[config.mk]
export PLATFORM = sky130hd
export DESIGN_NAME = gated_reload_timer
export DESIGN_NICKNAME = d
export VERILOG_FILES = /design/src/rtl/grt_pkg.sv /design/src/rtl/grt_sync.sv /design/src/rtl/grt_prescaler.sv /design/src/rtl/grt_count_core.sv /design/src/rtl/grt_ext_irq.sv /design/src/rtl/gated_reload_timer.sv
export SDC_FILE = /design/constraint.sdc
export NUM_CORES = 1
export LEC_CHECK = 0
export BUFFER_PORTS_ARGS = -buffer_cell sky130_fd_sc_hd__buf_4
export CAP_MARGIN = 25
export CORE_ASPECT_RATIO = 1.75
export CORE_MARGIN = 2
export CORE_UTILIZATION = 59
export DETAILED_ROUTE_END_ITERATION = 10
export PLACE_DENSITY_LB_ADDON = 0.05
export SLEW_MARGIN = 10
export SYNTH_ARGS = -nofsm -noshare
export SYNTH_HDL_FRONTEND = slang
export SYNTH_SLANG_ARGS = --single-unit
[constraint.sdc]
create_clock -name clk -period 2.4 [get_ports clk]
set_clock_uncertainty 0.2 [all_clocks]
set_input_delay 0.48 -clock clk [delete_from_list [all_inputs] [get_ports clk]]
set_output_delay 0.48 -clock clk [all_outputs]
set_load 0.01 [all_outputs]
[src/rtl/grt_pkg.sv]
package grt_pkg;
  // Control/status byte bit positions (MSB to LSB order is behavioural).
  localparam int CB_GATE = 7;
  localparam int CB_SRC  = 6;
  localparam int CB_OVF  = 5;
  localparam int CB_RUN  = 4;
  localparam int CB_X0F  = 3;
  localparam int CB_X0T  = 2;
  localparam int CB_X1F  = 1;
  localparam int CB_X1T  = 0;

  // Interrupt enable bit positions.
  localparam int EN_TMR = 0;
  localparam int EN_X0  = 1;
  localparam int EN_X1  = 2;
  localparam int EN_W   = 3;

  // Number of external interrupt channels.
  localparam int NXINT = 2;
endpackage

[src/rtl/grt_sync.sv]
module grt_sync #(
  parameter int   STAGES  = 2,
  parameter logic RST_VAL = 1'b1
) (
  input  logic clk,
  input  logic rst,
  input  logic din,
  output logic dout
);
  logic [STAGES-1:0] sh_q;

  always_ff @(posedge clk) begin
    if (rst) sh_q <= {STAGES{RST_VAL}};
    else     sh_q <= {sh_q[STAGES-2:0], din};
  end

  assign dout = sh_q[STAGES-1];
endmodule

[src/rtl/grt_prescaler.sv]
module grt_prescaler #(
  parameter int DIV = 12
) (
  input  logic clk,
  input  logic rst,
  output logic tick
);
  localparam int PW = $clog2(DIV);
  localparam logic [PW-1:0] LAST = PW'(DIV - 1);

  logic [PW-1:0] div_q;

  always_ff @(posedge clk) begin
    if (rst)              div_q <= '0;
    else if (div_q == LAST) div_q <= '0;
    else                  div_q <= div_q + PW'(1);
  end

  assign tick = (div_q == LAST);

  // ticks never come on back-to-back cycles, and the divider restarts after each tick.
  a_r3_tick_gap: assert property (@(posedge clk) disable iff (rst)
    tick |=> !tick);
  a_r3_tick_restart: assert property (@(posedge clk) disable iff (rst)
    tick |=> (div_q == '0));
endmodule

[src/rtl/grt_count_core.sv]
module grt_count_core #(
  parameter int NBYTE = 2,
  parameter int BW    = 8
) (
  input  logic                  clk,
  input  logic                  rst,
  input  logic                  inc,
  input  logic [NBYTE-1:0]      wr_cnt,
  input  logic [NBYTE-1:0]      wr_rld,
  input  logic [BW-1:0]         wdata,
  output logic [NBYTE*BW-1:0]   cnt,
  output logic [NBYTE*BW-1:0]   rld,
  output logic                  ovf
);
  localparam int CW = NBYTE * BW;

  logic [CW-1:0] cnt_q;
  logic [CW-1:0] rld_q;
  logic          any_wr;
  logic          step;

  assign any_wr = |wr_cnt;
  assign step   = inc & ~any_wr;   // software write wins over the increment
  assign ovf    = step & (&cnt_q);

  always_ff @(posedge clk) begin
    if (rst) begin
      cnt_q <= '0;
    end else if (any_wr) begin
      for (int k = 0; k < NBYTE; k++)
        if (wr_cnt[k]) cnt_q[k*BW +: BW] <= wdata;
    end else if (step) begin
      cnt_q <= (&cnt_q) ? rld_q : cnt_q + CW'(1);
    end
  end

  generate
    for (genvar k = 0; k < NBYTE; k++) begin : g_rld
      always_ff @(posedge clk) begin
        if (rst)           rld_q[k*BW +: BW] <= '0;
        else if (wr_rld[k]) rld_q[k*BW +: BW] <= wdata;
      end

      // a written byte carries the written value on the next cycle.
      a_r11_write_wins: assert property (@(posedge clk) disable iff (rst)
        wr_cnt[k] |=> (cnt_q[k*BW +: BW] == $past(wdata)));
    end
  endgenerate

  assign cnt = cnt_q;
  assign rld = rld_q;

  // without an increment or a write the count holds.
  a_r4_hold: assert property (@(posedge clk) disable iff (rst)
    (!inc && !any_wr) |=> $stable(cnt_q));
  // an increment below all ones adds exactly one.
  a_r3_step: assert property (@(posedge clk) disable iff (rst)
    (inc && !any_wr && !(&cnt_q)) |=> (cnt_q == $past(cnt_q) + CW'(1)));
  // wrap loads the reload value, and counting never alters the reload pair.
  a_r7_reload: assert property (@(posedge clk) disable iff (rst)
    ovf |=> (cnt_q == $past(rld_q)));
  a_r7_rld_keep: assert property (@(posedge clk) disable iff (rst)
    !(|wr_rld) |=> $stable(rld_q));
endmodule

[src/rtl/grt_ext_irq.sv]
module grt_ext_irq (
  input  logic clk,
  input  logic rst,
  input  logic pin_s,
  input  logic edge_mode,
  input  logic sw_wr,
  input  logic sw_val,
  input  logic ack,
  output logic flag
);
  logic prev_q;
  logic latched_q;
  logic fall;

  assign fall = prev_q & ~pin_s;

  always_ff @(posedge clk) begin
    if (rst) prev_q <= 1'b1;
    else     prev_q <= pin_s;
  end

  always_ff @(posedge clk) begin
    if (rst)            latched_q <= 1'b0;
    else if (!edge_mode) latched_q <= 1'b0;
    else if (fall)      latched_q <= 1'b1;
    else if (sw_wr)     latched_q <= sw_val;
    else if (ack)       latched_q <= 1'b0;
  end

  assign flag = edge_mode ? latched_q : ~pin_s;

  // a falling edge in edge mode is captured.
  a_r9_edge_capture: assert property (@(posedge clk) disable iff (rst)
    (edge_mode && fall) |=> (latched_q || !edge_mode));
  // an acknowledge with no new edge or write clears the flag.
  a_r9_ack_clear: assert property (@(posedge clk) disable iff (rst)
    (ack && !fall && !sw_wr) |=> !latched_q);
  // level mode keeps nothing latched.
  a_r10_no_latch: assert property (@(posedge clk) disable iff (rst)
    !edge_mode |=> !latched_q);
endmodule

[src/rtl/gated_reload_timer.sv]
module gated_reload_timer
  import grt_pkg::*;
#(
  parameter int NBYTE    = 2,
  parameter int BUS_W    = 8,
  parameter int ADDR_W   = 3,
  parameter int PRESCALE = 12,
  parameter int SYNC_N   = 2
) (
  input  logic              clk,
  input  logic              rst,
  input  logic              req_valid,
  output logic              req_ready,
  input  logic              req_write,
  input  logic [ADDR_W-1:0] req_addr,
  input  logic [BUS_W-1:0]  req_wdata,
  output logic              rsp_valid,
  output logic [BUS_W-1:0]  rsp_data,
  input  logic              cnt_pin,
  input  logic              xint0_pin,
  input  logic              xint1_pin,
  input  logic              ack_timer,
  input  logic              ack_x0,
  input  logic              ack_x1,
  output logic              irq_timer,
  output logic              irq_x0,
  output logic              irq_x1
);
  localparam int CW     = NBYTE * BUS_W;
  localparam int NPIN   = 1 + NXINT;
  localparam logic [ADDR_W-1:0] A_CTRL = '0;
  localparam logic [ADDR_W-1:0] A_IEN  = ADDR_W'(1 + 2 * NBYTE);

  // ---------------- pin synchronisers ----------------
  logic [NPIN-1:0] pin_raw, pin_s;
  assign pin_raw = {xint1_pin, xint0_pin, cnt_pin};

  generate
    for (genvar i = 0; i < NPIN; i++) begin : g_sync
      grt_sync #(.STAGES(SYNC_N), .RST_VAL(1'b1)) u_sync (
        .clk (clk), .rst (rst), .din (pin_raw[i]), .dout (pin_s[i]));
    end
  endgenerate

  logic cnt_s;
  logic [NXINT-1:0] x_s;
  assign cnt_s = pin_s[0];
  assign x_s   = pin_s[NPIN-1:1];

  // ---------------- machine-cycle tick ----------------
  logic mc_tick;
  grt_prescaler #(.DIV(PRESCALE)) u_pre (.clk(clk), .rst(rst), .tick(mc_tick));

  // ---------------- bus decode ----------------
  logic acc, wr, wr_ctrl, wr_ien;
  logic [NBYTE-1:0] wr_cnt, wr_rld;

  assign req_ready = 1'b1;
  assign acc     = req_valid;
  assign wr      = acc & req_write;
  assign wr_ctrl = wr && (req_addr == A_CTRL);
  assign wr_ien  = wr && (req_addr == A_IEN);

  generate
    for (genvar k = 0; k < NBYTE; k++) begin : g_dec
      assign wr_cnt[k] = wr && (req_addr == ADDR_W'(1 + k));
      assign wr_rld[k] = wr && (req_addr == ADDR_W'(1 + NBYTE + k));
    end
  endgenerate

  // ---------------- control register ----------------
  logic gate_q, src_q, tf_q, tr_q;
  logic [NXINT-1:0] xt_q;
  logic [EN_W-1:0]  ien_q;
  logic ovf;

  always_ff @(posedge clk) begin
    if (rst) begin
      gate_q <= 1'b0;
      src_q  <= 1'b0;
      tr_q   <= 1'b0;
      xt_q   <= '0;
    end else if (wr_ctrl) begin
      gate_q  <= req_wdata[CB_GATE];
      src_q   <= req_wdata[CB_SRC];
      tr_q    <= req_wdata[CB_RUN];
      xt_q[0] <= req_wdata[CB_X0T];
      xt_q[1] <= req_wdata[CB_X1T];
    end
  end

  always_ff @(posedge clk) begin
    if (rst)            tf_q <= 1'b0;
    else if (ovf)       tf_q <= 1'b1;
    else if (wr_ctrl)   tf_q <= req_wdata[CB_OVF];
    else if (ack_timer) tf_q <= 1'b0;
  end

  always_ff @(posedge clk) begin
    if (rst)         ien_q <= '0;
    else if (wr_ien) ien_q <= req_wdata[EN_W-1:0];
  end

  // ---------------- count source and gate ----------------
  logic cnt_smp_q, pin_fall, run, inc;

  always_ff @(posedge clk) begin
    if (rst)          cnt_smp_q <= 1'b1;
    else if (mc_tick) cnt_smp_q <= cnt_s;
  end

  assign pin_fall = cnt_smp_q & ~cnt_s;
  assign run      = tr_q & (~gate_q | x_s[0]);
  assign inc      = run & mc_tick & (~src_q | pin_fall);

  // ---------------- counter core ----------------
  logic [CW-1:0] cnt_val, rld_val;

  grt_count_core #(.NBYTE(NBYTE), .BW(BUS_W)) u_core (
    .clk    (clk),
    .rst    (rst),
    .inc    (inc),
    .wr_cnt (wr_cnt),
    .wr_rld (wr_rld),
    .wdata  (req_wdata),
    .cnt    (cnt_val),
    .rld    (rld_val),
    .ovf    (ovf)
  );

  // ---------------- external interrupt channels ----------------
  logic [NXINT-1:0] x_flag, x_ack, x_swv;
  assign x_ack = {ack_x1, ack_x0};
  assign x_swv = {req_wdata[CB_X1F], req_wdata[CB_X0F]};

  generate
    for (genvar j = 0; j < NXINT; j++) begin : g_xint
      grt_ext_irq u_x (
        .clk       (clk),
        .rst       (rst),
        .pin_s     (x_s[j]),
        .edge_mode (xt_q[j]),
        .sw_wr     (wr_ctrl),
        .sw_val    (x_swv[j]),
        .ack       (x_ack[j]),
        .flag      (x_flag[j])
      );
    end
  endgenerate

  // ---------------- read path ----------------
  logic [BUS_W-1:0] ctrl_rd, rd_mux;

  always_comb begin
    ctrl_rd          = '0;
    ctrl_rd[CB_GATE] = gate_q;
    ctrl_rd[CB_SRC]  = src_q;
    ctrl_rd[CB_OVF]  = tf_q;
    ctrl_rd[CB_RUN]  = tr_q;
    ctrl_rd[CB_X0F]  = x_flag[0];
    ctrl_rd[CB_X0T]  = xt_q[0];
    ctrl_rd[CB_X1F]  = x_flag[1];
    ctrl_rd[CB_X1T]  = xt_q[1];
  end

  always_comb begin
    rd_mux = '0;
    if (req_addr == A_CTRL) rd_mux = ctrl_rd;
    if (req_addr == A_IEN)  rd_mux[EN_W-1:0] = ien_q;
    for (int k = 0; k < NBYTE; k++) begin
      if (req_addr == ADDR_W'(1 + k))         rd_mux = cnt_val[k*BUS_W +: BUS_W];
      if (req_addr == ADDR_W'(1 + NBYTE + k)) rd_mux = rld_val[k*BUS_W +: BUS_W];
    end
  end

  always_ff @(posedge clk) begin
    if (rst) begin
      rsp_valid <= 1'b0;
      rsp_data  <= '0;
    end else begin
      rsp_valid <= acc & ~req_write;
      if (acc & ~req_write) rsp_data <= rd_mux;
    end
  end

  // ---------------- interrupt requests ----------------
  assign irq_timer = tf_q      & ien_q[EN_TMR];
  assign irq_x0    = x_flag[0] & ien_q[EN_X0];
  assign irq_x1    = x_flag[1] & ien_q[EN_X1];

  // overflow sets the flag; an acknowledge with no overflow or write clears it.
  a_r8_tf_on_ovf: assert property (@(posedge clk) disable iff (rst)
    ovf |=> tf_q);
  a_r8_ack_clear: assert property (@(posedge clk) disable iff (rst)
    (ack_timer && !ovf && !wr_ctrl) |=> !tf_q);
  // reads answer one cycle later; writes do not answer.
  a_r2_read_rsp: assert property (@(posedge clk) disable iff (rst)
    (req_valid && !req_write) |=> rsp_valid);
  a_r2_write_quiet: assert property (@(posedge clk) disable iff (rst)
    (req_valid && req_write) |=> !rsp_valid);
  // with the gate closed by a low ext0 pin, the count holds.
  a_r5_gate_hold: assert property (@(posedge clk) disable iff (rst)
    (tr_q && gate_q && !x_s[0] && !(|wr_cnt)) |=> $stable(cnt_val));
endmodule

==> results.yml <==
sta:
  setup_viol: 0
  hold_violations: 0
  layout_min_cycle_time_ns: 2.27
  max_freq_mhz: 440
  maxSlewViolCount: 0
  slew_headroom_pct: 63.6
  tightest_slew_ns: 0.544
  post-route-period-util_pct: 94.8
  tns_ns: 0
  rsz0062_at_grt: "no"
synth:
  syn_avg_cell_area_um2: 8.41
  synth_edf_count: 0
  syn_inst: 405
  yosysWarnings: 0
  synth-seq-area-share_pct: 38.2
  async_reset_ff_share_pct: 0
  ys_ff_latch: 65
  ys.flop_type: "dfxtp_1"
  synth_nets: 428
  yosysUniqueCellTypes: 65
  netlist_area_um2: 3400
clocking:
  cts_sinks: 65
  clock_latency_ns: 0.36
  cts_setup_buffers: 0
  htree_levels: 3
  numCtsBuffers: 9
  cts-root-buf: "clkbuf_8"
  clk_pin_slew_ns: 0.07
  cts_tree: "done"
  cts_buffer_depth: 2
worst_setup_path:
  crit_cells: 6
  critical_path.top_delay_family: "simple AND/OR/NAND/NOR gates"
  slowest_delay_ns: 0.56
  critPathKind: "reg -> reg"
  critPathArrivalTime_ns: 2.32
  crit_fanout: 12
  cp-end-kind: "flop"
  crit_chain: "ha_1 > nand4_1 > or4_4 > o21ai_1 > a21oi_1 > o221a_1"
  start_kind: "flop"
  slowest_stage: "or4_4"
  cp.required_ns: 2.44
  reg2reg_depth: 6
  crit_buf_inv: 0
finish:
  final_cell_mix: "buf_4, dfxtp_1, nor2_1"
  final_common_cell: "buf_4"
  drive_above_1_share_pct: 24.2
  num_antenna_cells: 0
  final_util_pct: 74.4
  fin_cells: 538
  nNetsFinal: 480
  area_growth_pct: 22.0
power:
  internal_power_w: 0.00193
  power_frac_seq_pct: 44.6
  p_leak_nw: 1.62
  pwr-share-comb_pct: 9.3
  swShare_pct: 23.9
  p_sw_w: 0.000606
  pwr-share-clk_pct: 46.1
  vdd_drop_max_mv: 0.604
  power_density_nw_per_um2: 609
routing:
  drc: 0
  postRouteAntennaNets: 0
  drtIter0Drc: 298
  routed_wl_um: 11500
  drt_first_pass_iters: 5
  avgRoutedWirePerCell_um: 21.3
  num_vias: 3439
  via_per_inst: 6.39
min_path:
  hp-class: "in -> reg"
  hold_depth: 2
floorplan:
  dieArea_um2: 6420
  io_pins: 34
  chipWidth_um: 61.4
  num_rows: 36
  die_height_um: 104
  start_util_pct: 61.0
  core_um2: 5590
global_routing:
  antenna_found_initial: 0
  grt_max_degree: 33
  grt.total_usage_pct: 38.6
  overflow: 0
  grt_pass1_wl_um: 17800
  grt_pass1_vias: 3328
outcome:
  status: "complete, no violations"
place:
  port_buffers: 32
  gp_congestion: 1.04
  dp_cells: 522
  dp_hpwl_um: 8680
run:
  maxCapViolCount: 0
[power by group through the flow]
stage	Combinational, W	Sequential (W)	Clock (W)
3_3_place_gp	0.000227	0.00115	0
5_1_grt	0.000253	0.00113	0.00120
4_1_cts	0.000232	0.00113	0.00118
3_5_place_dp	0.000231	0.00115	0
6_report	0.000236	0.00113	0.00117
2_1_floorplan	0.000124	0.00115	0
[metal layers]
layer	GRT usage (%)	part of all wire, %	vias to the layer above
met3	8.08	7.3	69
met4	26.6	8.1	0
met5	0	0	-
li1	-	-	1588
met2	62.5	51	167
met1	42.5	33	1615
[cells in the mapped netlist, types with 3 or more instances]
master | count | area share [%]
dfxtp_1 | 65 | 38
nor2_1 | 60 | 6.6
nand2_1 | 29 | 3.2
a21oi_1 | 28 | 4.1
o21ai_0 | 18 | 2.6
mux2i_1 | 17 | 5.0
clkbuf_1 | 15 | 1.7
nand3_1 | 14 | 2.1
nor3_1 | 14 | 2.1
inv_1 | 10 | 1.1
buf_2 | 9 | 1.3
a221oi_1 | 6 | 1.5
a31oi_1 | 6 | 1.1
nand2b_1 | 6 | 1.1
nor3b_1 | 6 | 1.3
o31ai_1 | 6 | 1.3
or2_2 | 6 | 1.1
a211oi_1 | 4 | 0.88
and2_1 | 4 | 0.73
mux4_2 | 4 | 2.6
nor2b_1 | 4 | 0.73
xnor2_1 | 4 | 1.0
and3_1 | 3 | 0.55
nand4_1 | 3 | 0.55
nor4_1 | 3 | 0.55
o21ai_1 | 3 | 0.44
o32a_1 | 3 | 0.88
or3_1 | 3 | 0.55
[layout make-up]
type | count | area, µm²
multi-input combinational | 302 | 1950
clock inverter | 6 | 114
inverter | 10 | 37.5
fill | 443 | 1430
tap | 76 | 95.1
sequential | 65 | 1300
clock buffer | 10 | 138
timing repair buffer | 69 | 518
[flip-flops by register name, summed over array words and instances, names as in the netlist]
register              cells
tf_q                      1
rsp_data                  8
g_xint.u_x.latched_q      2
rsp_valid                 1
tr_q                      1
g_xint.u_x.prev_q         2
ien_q                     3
u_pre.div_q               4
u_core.cnt               16
cnt_smp_q                 1
xt_q                      2
gate_q                    1
g_sync.u_sync.sh_q        6
u_core.rld               16
src_q                     1
[kinds of logic after synthesis]
family | synth area share (%)
flops | 38.2
simple gates | 24.7
fa+ha+maj | 0.735
buf+inv | 4.85
xor+xnor | 1.54
compound gates | 20.7
mux | 9.08
other cells | 0.110
[metrics by stage]
stage	worst slack, ns	total power [W]	hold WS [ns]	cell area (µm²)
5_1_grt	0.00118	0.00258	0.112	4150
2_1_floorplan	0.270	0.00127	0.189	3400
6_report	0.126	0.00253	0.110	4150
3_3_place_gp	0.182	0.00138	0.194	3900
4_1_cts	0.129	0.00254	0.0971	4150
3_5_place_dp	0.141	0.00138	0.200	3900
[repair_timing]
item / CTS / global route
setup endpoints to repair: 0 / 2
hold buffers: 0 / 0
hold endpoints to repair: 0 / 0
gates resized for setup: 0 / 1
[path summary, 6_finish.rpt]
| kind | slack [ns] | startpoint | to |
|---|---|---|---|
| max | 0.13 | u_core.cnt[0]$_SDFFE_PP0P_ | u_core.cnt[7]$_SDFFE_PP0P_ |
| min | 0.11 | xint1_pin | g_sync[2].u_sync.sh_q[0]$_SDFF_PP1_ |
| min reg2reg | 0.22 | g_sync[1].u_sync.sh_q[0]$_SDFF_PP1_ | g_sync[1].u_sync.sh_q[1]$_SDFF_PP1_ |
| max reg2reg | 0.13 | u_core.cnt[0]$_SDFFE_PP0P_ | u_core.cnt[7]$_SDFFE_PP0P_ |
Power figures use the tool's default switching activity.
